## src/rtl/ramp_pkg.sv

```systemverilog
`timescale 1ns/1ps
package ramp_pkg;
  typedef enum logic [1:0] {
    ST_IDLE = 2'd0,
    ST_RAMP = 2'd1,
    ST_DONE = 2'd2
  } ramp_state_e;
endpackage

```

## src/rtl/phase_ring.sv

```systemverilog
`timescale 1ns/1ps
module phase_ring #(
  parameter int SLOTS = 8
) (
  input  logic             clk,
  input  logic             rst_n,
  input  logic             adv,
  output logic [SLOTS-1:0] phase,
  output logic [SLOTS-1:0] wr_en
);
  always_ff @(posedge clk or negedge rst_n) begin
    if (!rst_n)   phase <= SLOTS'(1);
    else if (adv) phase <= {phase[SLOTS-2:0], phase[SLOTS-1]};
  end

  assign wr_en = phase & {SLOTS{adv}};
endmodule

```

## src/rtl/ramp_slot.sv

```systemverilog
`timescale 1ns/1ps
module ramp_slot #(
  parameter int SMP_W  = 8,
  parameter int THRESH = 2550,
  parameter int BIAS   = 0
) (
  input  logic             clk,
  input  logic             rst_n,
  input  logic             wr_en,
  input  logic [SMP_W-1:0] wr_data,
  input  logic             clr,
  input  logic             run,
  output logic             flag
);
  localparam int INC_MAX = (1 << SMP_W) - 1 + BIAS;
  localparam int ACC_W   = $clog2(THRESH + INC_MAX + 1);

  logic [SMP_W-1:0] held;
  logic [ACC_W-1:0] acc;
  logic [ACC_W-1:0] acc_nxt;

  always_ff @(posedge clk or negedge rst_n) begin
    if (!rst_n)     held <= '0;
    else if (wr_en) held <= wr_data;
  end

  assign acc_nxt = acc + ACC_W'(held) + ACC_W'(BIAS);

  always_ff @(posedge clk or negedge rst_n) begin
    if (!rst_n) begin
      acc  <= '0;
      flag <= 1'b0;
    end else if (clr) begin
      acc  <= '0;
      flag <= 1'b0;
    end else if (run && !flag) begin
      acc <= acc_nxt;
      if (acc_nxt >= ACC_W'(THRESH)) flag <= 1'b1;
    end
  end
endmodule

```

## src/rtl/eval_sequencer.sv

```systemverilog
`timescale 1ns/1ps
module eval_sequencer
  import ramp_pkg::*;
#(
  parameter int TIMEOUT = 128
) (
  input  logic clk,
  input  logic rst_n,
  input  logic start_req,
  input  logic all_flags,
  output logic clr,
  output logic run,
  output logic done
);
  localparam int TW = $clog2(TIMEOUT + 1);

  ramp_state_e    state;
  logic [TW-1:0]  timer;
  logic [TW-1:0]  timer_nxt;

  assign run       = (state == ST_RAMP);
  assign done      = (state == ST_DONE);
  assign clr       = start_req && !run;
  assign timer_nxt = timer + TW'(1);

  always_ff @(posedge clk or negedge rst_n) begin
    if (!rst_n) begin
      state <= ST_IDLE;
      timer <= '0;
    end else if (clr) begin
      state <= ST_RAMP;
      timer <= '0;
    end else if (run) begin
      timer <= timer_nxt;
      if (all_flags || timer_nxt == TW'(TIMEOUT)) state <= ST_DONE;
    end
  end
endmodule

```

## src/rtl/ramp_sample_bank.sv

```systemverilog
`timescale 1ns/1ps
module ramp_sample_bank #(
  parameter int SLOTS   = 8,
  parameter int SMP_W   = 8,
  parameter int THRESH  = 2550,
  parameter int BIAS    = 0,
  parameter int TIMEOUT = 128
) (
  input  logic             clk,
  input  logic             rst_n,
  input  logic             smp_valid,
  output logic             smp_ready,
  input  logic [SMP_W-1:0] smp_data,
  input  logic             eval_start,
  output logic [SLOTS-1:0] flags,
  output logic             eval_done
);
  logic [SLOTS-1:0] wr_phase;
  logic [SLOTS-1:0] wr_en;
  logic             ramp_on;
  logic             ramp_clr;
  logic             accept;

  assign smp_ready = !ramp_on;
  assign accept    = smp_valid && smp_ready;

  phase_ring #(.SLOTS(SLOTS)) u_ring (
    .clk   (clk),
    .rst_n (rst_n),
    .adv   (accept),
    .phase (wr_phase),
    .wr_en (wr_en)
  );

  for (genvar g = 0; g < SLOTS; g++) begin : g_slot
    ramp_slot #(.SMP_W(SMP_W), .THRESH(THRESH), .BIAS(BIAS)) u_slot (
      .clk     (clk),
      .rst_n   (rst_n),
      .wr_en   (wr_en[g]),
      .wr_data (smp_data),
      .clr     (ramp_clr),
      .run     (ramp_on),
      .flag    (flags[g])
    );
  end

  eval_sequencer #(.TIMEOUT(TIMEOUT)) u_seq (
    .clk       (clk),
    .rst_n     (rst_n),
    .start_req (eval_start),
    .all_flags (&flags),
    .clr       (ramp_clr),
    .run       (ramp_on),
    .done      (eval_done)
  );
endmodule

```

## config.mk

```make
export PLATFORM = sky130hd
export DESIGN_NAME = ramp_sample_bank
export DESIGN_NICKNAME = d
export VERILOG_FILES = /design/src/rtl/ramp_pkg.sv /design/src/rtl/phase_ring.sv /design/src/rtl/ramp_slot.sv /design/src/rtl/eval_sequencer.sv /design/src/rtl/ramp_sample_bank.sv
export SDC_FILE = /design/constraint.sdc
export NUM_CORES = 1
export LEC_CHECK = 0
export BUFFER_PORTS_ARGS = -buffer_cell sky130_fd_sc_hd__buf_2
export CORE_MARGIN = 8
export CORE_UTILIZATION = 40
export CTS_CLUSTER_SIZE = 10
export DETAILED_ROUTE_END_ITERATION = 10
export GPL_ROUTABILITY_DRIVEN = 0
export PLACE_DENSITY = 0.67
export SYNTH_ARGS = -nofsm -noshare
export SYNTH_HDL_FRONTEND = slang
export SYNTH_SLANG_ARGS = --single-unit
```

## constraint.sdc

```tcl
create_clock -name clk -period 3.6 [get_ports clk]
set_input_delay 0 -clock clk [delete_from_list [all_inputs] [get_ports clk]]
set_output_delay 0 -clock clk [all_outputs]
set_load 0.01 [all_outputs]
```

==> results.yml, run 1 <==
hold_path:
  hold_path.class: "in -> reg"
  whs_endpoint: "g_slot[5].u_slot.held[0]"
  holdPathStages: 2
  hold_start: "smp_data[0]"
route:
  via_per_inst: 5.649
  detail-route-antenna-nets: 0
  avgRoutedWirePerCell_um: 17.44
  num_vias: 7864
  routed_wl_mm: 24.28
  drtIter0Drc: 579
  drtPass1Iterations: 5
  drc: 0
finish:
  final_common_cell: "dfrtp_1"
  nets: 1129
  area_delta_synth_final_pct: 10.46
  layout_common_cells: "dfrtp_1, nand2_1, nor2_1, ha_1, mux2_2"
  diodes: 0
  drive_above_1_share_pct: 13.72
logic_synthesis:
  syn-num-nets: 1106
  syn_area_per_cell_sq_um: 10.39
  synthSimpleGateAreaFrac_pct: 11.29
  synth-adder-area-share_pct: 9.179
  ys_seq_elements: 186
  synth_compound_area_share_pct: 20.91
  ys_seq_area_share_pct: 43.90
  async_reset_ff_share_pct: 100.0
  synth_cell_types: 73
  synth_top_family_by_area: "compound AO/OA/AOI/OAI gates"
  synth_xor_xnor_area_share_pct: 5.781
  ys_warn_count: 0
  synth_edf_count: 0
  synthesis.instances: 1021
  synth-main-ff-cell: "dfrtp_1"
  muxShareOfSynthArea_pct: 6.796
  synth_area_sq_mm: 0.01061
floorplanning:
  die_y_um: 178.8
  core_area_sq_mm: 0.02606
  start_util_pct: 40.70
  row_count: 59
  io_pins: 22
  die_w_um: 178.8
  dieArea_sq_mm: 0.03198
pwr:
  combPwrFrac_pct: 18.1
  p_per_area_mw_per_mm2: 454.3
  internal-power_uw: 3668
  p_clk_share_pct: 36.7
  switching_share_pct: 31.08
  p_switching_uw: 1654
  pwr-share-seq_pct: 45.3
  ir_worst_vdd_v: 0.0003622
  leakage_uw: 0.005737
clocking:
  cts_tree: "done"
  cts-root-buf: "clkbuf_16"
  worstSkewPairLatency_ns: 0.44
  clockBufferDepth: 2
  numCtsBuffers: 17
  post-cts-setup-buffer-count: 0
  htree_levels: 4
  cts_hold_buf: 3
  clkTransAtPathRegs_ns: 0.07
  cts.repair.resized: 0
  cts.sinks: 186
timing:
  drv_slew: 0
  period_needed_ns: 2.769
  layout_setup_ws_ns: 0.8306
  fin_tns_setup_ns: 0
  setup_viol: 0
  rsz0062_at_grt: "no"
  worst_pin_slew_ns: 0.8792
  fin_crit_sh_pct: 76.93
  hold_viol_final: 0
  clock.fmax_ghz: 0.3611
  slew_headroom_pct: 41.17
  finalClockSkew_ns: 0.006551
critical_path:
  worstSetupStartpointType: "flip-flop"
  crit_path_end_kind: "flip-flop"
  crit_required_ns: 3.95
  crit_type: "reg -> reg"
  crit_start: "g_slot[2].u_slot.acc[0]"
  ff2ff_setup_slack_ns: 0.83
  reg2reg_to: "g_slot[2].u_slot.flag"
  rr_startpoint: "g_slot[2].u_slot.acc[0]"
  crit_path_max_fanout: 5
  reg2reg_depth: 9
  cp.arrival_ns: 3.12
outcome:
  status: "completed"
global_route:
  globalRouteTotalUtil_pct: 15.87
  gr-total-overflow: 0
  grt_pass1_vias: 7821
  grt_max_degree: 103
  grt_antenna_before_repair: 0
  grt_pass1_wl_mm: 40.61
place:
  detailedPlace.worstSlack_ns: 0.8808
  portBuffers: 21
  dp_hpwl_mm: 16.71
job:
  maxCapViolations: 0
[power groups by stage]
stage               registers (uW)  logic [uW]  clock network [uW]
floorplan                     2410         676                   0
global placement              2440         938                   0
detailed placement            2450         954                   0
CTS                           2410         962                1990
global route                  2440        1080                2080
finish                        2410         961                1950
[cell families after synthesis]
group                    Yosys count
AO/OA/AOI/OAI                    317
XOR/XNOR                          70
adder cells (fa/ha/maj)           73
buffers and inverters             52
flip-flops                       186
multiplexers                      64
AND/OR/NAND/NOR                  259
[registers in the layout (all words and copies together), names as in the netlist]
name,flops
g_slot.u_slot.held,64
g_slot.u_slot.acc,96
g_slot.u_slot.flag,8
u_ring.phase,8
u_seq.state,2
u_seq.timer,8
[final cells by class]
| class | instances | area, sq um |
|---|---|---|
| Clock buffer | 18 | 429.2 |
| Sequential cell | 186 | 4656 |
| Tap cell | 335 | 419.2 |
| Inverter | 21 | 78.83 |
| Fill cell | 2450 | 14340 |
| Clock inverter | 14 | 171.4 |
| Timing Repair Buffer | 35 | 239.0 |
| Multi-Input combinational cell | 783 | 5722 |
[worst max-delay path, cell delays in order, from the launching register on]
cell	delay [ns]
dfrtp_1	0.39
ha_1	0.25
fa_1	0.41
a21oi_1	0.20
o22ai_1	0.15
o41a_2	0.46
xnor2_1	0.15
nor4bb_1	0.32
a311oi_1	0.15
nor3_1	0.20
[per-stage QoR]
step	instances	hold WS, ns	util, %	area (sq um)	total power (uW)
finish	1392	0.03900	44.96	11720	5322
global route	1392	0.02650	44.96	11720	5598
CTS	1392	0.02065	44.96	11720	5357
detailed placement	1357	0.1582	42.54	11080	3399
global placement	1357	0.1558	42.54	11080	3380
floorplan	1021	-0.2956	-	10610	3081
[how the worst max path moves through the flow]
stage	endpoint	slack, ns	depth (start not counted)
after floorplan	g_slot[6].u_slot.flag	1.13	9
after CTS	g_slot[2].u_slot.flag	0.84	9
after global placement	g_slot[6].u_slot.flag	0.92	9
final	g_slot[2].u_slot.flag	0.83	9
after detailed placement	g_slot[2].u_slot.flag	0.88	9
after global routing	g_slot[2].u_slot.flag	0.71	9
[layer usage]
layer	vias up	GRT usage [%]	routed length, um
met1	3868	22.04	12040
met4	0	5.787	520
met2	159	24.25	10850
li1	3800	-	-
met5	-	0	0
met3	37	3.012	867
[cell usage after synthesis, drive strengths merged, types with 7 or more instances]
cell | n | area [sq um]
dfrtp | 185 | 4629
o21ai | 90 | 454.2
nand2 | 83 | 311.6
nor2 | 76 | 285.3
ha | 65 | 813.3
mux2 | 64 | 720.7
a22o | 57 | 499.2
a21oi | 47 | 235.2
xnor2 | 37 | 324.1
xor2 | 33 | 289.0
nand3 | 28 | 140.1
a211oi | 23 | 177.7
a21o | 21 | 157.7
inv | 21 | 78.83
clkbuf | 20 | 75.07
nor3 | 16 | 85.08
o21a | 12 | 90.09
buf | 11 | 73.82
nand2b | 11 | 68.82
o21bai | 10 | 75.07
and3 | 8 | 51.30
fa | 8 | 160.2
o31ai | 8 | 60.06
or3 | 8 | 51.30
o22ai | 7 | 63.81
No activity file was read; power rests on OpenSTA's default activity.
==> run 2: changes to the inputs <==
- PLACE_DENSITY: 0.67 -> 0.69
- clock period: 3.6 -> 2.25 ns (I/O delays scaled with it)
==> run 2 against run 1 <==
  * Register-to-register slack got worse by 1.0 ns
  * Core utilization up 4.2 points
  * The flow now finishes with violations (negative setup slack)
  * Critical path type unchanged
  * First-iteration DRC count down 8.6%
  * Critical endpoint is now g_slot[3].u_slot.flag
  * Global-route usage increased by 0.76 points
==> results.yml, run 2 (synthesized netlist as in run 1, its figures left out) <==
timing:
  rsz0062_at_grt: "yes"
  hold_viol_final: 0
  fin_crit_sh_pct: 108.0
  setup_viol: 8
  layout_setup_ws_ns: -0.1796
  finalClockSkew_ns: 0.007992
  clock.fmax_ghz: 0.4116
  worst_pin_slew_ns: 0.5763
  period_needed_ns: 2.430
  slew_headroom_pct: 61.54
  fin_tns_setup_ns: -0.6146
  drv_slew: 0
global_route:
  grt_pass1_wl_mm: 42.59
  globalRouteTotalUtil_pct: 16.63
  grt_max_degree: 67
  gr-total-overflow: 0
  grt_antenna_before_repair: 0
  grt_pass1_vias: 8395
floorplanning:
  die_y_um: 178.8
  io_pins: 22
  row_count: 59
  die_w_um: 178.8
  dieArea_sq_mm: 0.03198
  core_area_sq_mm: 0.02606
  start_util_pct: 40.70
place:
  numPlacedInstances: 1431
  dp_hpwl_mm: 17.50
  dpl_cell_area_sq_mm: 0.01167
  portBuffers: 21
finish:
  reg_top3: "g_slot.u_slot.acc x96, g_slot.u_slot.held x64"
  seqCellArea_sq_mm: 0.004656
  largest_register_ffs: 96
  fillerInstances: 2323
  final_cell_area_sq_mm: 0.01280
  final_cells: 1489
  layout_common_cells: "dfrtp_1, buf_4, nand2_1, nor2_1, mux2_2"
  final_common_cell: "dfrtp_1"
  multiInputGateArea_sq_mm: 0.006050
  nets: 1226
  diodes: 0
  utilization_pct: 49.11
  drive_above_1_share_pct: 26.60
  max_flop_register: "g_slot.u_slot.acc"
  area_delta_synth_final_pct: 20.67
hold_path:
  hold_start: "smp_valid"
  holdPathStages: 4
  hold_path.class: "in -> reg"
  whs_endpoint: "u_ring.phase[0]"
route:
  routed_wl_mm: 25.94
  drtIter0Drc: 529
  avgRoutedWirePerCell_um: 17.42
  drtPass1Iterations: 5
  detail-route-antenna-nets: 0
  drc: 0
  via_per_inst: 5.634
  num_vias: 8389
clocking:
  worstSkewPairLatency_ns: 0.43
  numCtsBuffers: 17
  cts.sinks: 186
  cts_tree: "done"
  htree_levels: 4
  cts-root-buf: "clkbuf_16"
  clockBufferDepth: 2
  clkTransAtPathRegs_ns: 0.07
pwr:
  p_per_area_mw_per_mm2: 686.1
  leakage_uw: 0.006254
  total_power_uw: 8780
  ir_worst_vdd_v: 0.0005211
outcome:
  violations: "negative setup slack"
  status: "complete, but fails checks"
critical_path:
  cp_top_family: "compound AO/OA/AOI/OAI gates"
  path_buf_inv: 0
  rr_startpoint: "g_slot[3].u_slot.acc[0]"
  reg2reg_to: "g_slot[3].u_slot.flag"
  path_cells: "ha_2 -> fa_2 -> a21o_1 -> a221o_2 -> o22ai_4 -> xor2_1 -> a31oi_1 -> a311oi_2 -> nor3_1"
  ff2ff_setup_slack_ns: -0.18
  worstSetupStartpointType: "flip-flop"
  worst_path_largest_cell_delay_ns: 0.38
  reg2reg_depth: 9
  slowest_stage: "dfrtp_1"
  crit_required_ns: 2.56
  crit_path_max_fanout: 3
  cp.arrival_ns: 2.74
  crit_path_end_kind: "flip-flop"
  crit_type: "reg -> reg"
job:
  maxCapViolations: 0
==> run 2: changes by cell type in the layout (fill, tap and decap cells not counted), sizes merged <==
cell	change
buf	+98
bufinv	-1
clkbuf	+5
clkinv	-3
clkinvlp	+1
dlygate4sd3	-1
inv	-2
==> run 2: cell type report <==
type | count | share of cell area [%]
clock inverter | 9 | 0.8799
sequential | 186 | 36.38
tap | 335 | 3.275
multi-input combinational | 783 | 47.27
inverter | 21 | 0.6160
clock buffer | 23 | 3.891
timing repair buffer | 132 | 7.685
==> run 2: worst max-delay path by stage <==
stage,from,end,slack (ns),cells after the start
finish,g_slot[3].u_slot.acc[0],g_slot[3].u_slot.flag,-0.18,9
global route,g_slot[4].u_slot.acc[0],g_slot[4].u_slot.flag,-0.26,9
CTS,g_slot[2].u_slot.held[0],g_slot[2].u_slot.flag,-0.22,9
detailed placement,g_slot[2].u_slot.acc[0],g_slot[2].u_slot.flag,-0.23,9
global placement,g_slot[2].u_slot.acc[0],g_slot[2].u_slot.flag,-0.19,9
floorplan,g_slot[2].u_slot.acc[0],g_slot[2].u_slot.flag,-0.10,9
==> run 2: per-layer routing <==
| layer | GRT usage, % | vias up | share of wire [%] |
|---|---|---|---|
| met5 | 0 | - | 0 |
| met1 | 21.79 | 4191 | 46 |
| li1 | - | 4010 | - |
| met3 | 3.138 | 41 | 3.8 |
| met4 | 5.546 | 0 | 2.1 |
| met2 | 27.22 | 147 | 48 |
==> run 2: repair_timing <==
| action | in CTS | in global routing |
|---|---|---|
| hold endpoints to repair | 64 | 0 |
| resized for setup | 34 | 39 |
| cloned | 0 | 0 |
| buffers inserted | 19 | 10 |
| hold buffers | 2 | 0 |
| pin swaps | 37 | 41 |
| endpoints found under the setup margin | 14 | 56 |
==> run 2: through the flow <==
stage	hold WS (ns)	setup slack [ns]
floorplan	-0.2956	-0.1045
detailed placement	0.04275	-0.2252
CTS	0.007930	-0.2212
global route	0.03979	-0.2640
global placement	0.04078	-0.1933
finish	0.03479	-0.1796
==> run 2: power breakdown <==
| group | internal (uW) | switching, uW | total, uW |
|---|---|---|---|
| Combinational | 686 | 1090 | 1770 |
| Clock | 1790 | 1340 | 3140 |
| Sequential | 3590 | 283 | 3870 |
==> run 2: worst register-to-register path: stages, from the launching register on <==
cell and delay [ns]:
dfrtp_1 0.38, ha_2 0.20, fa_2 0.34, a21o_1 0.17, a221o_2 0.37, o22ai_4 0.21, xor2_1 0.17, a31oi_1 0.12
a311oi_2 0.26, nor3_1 0.09
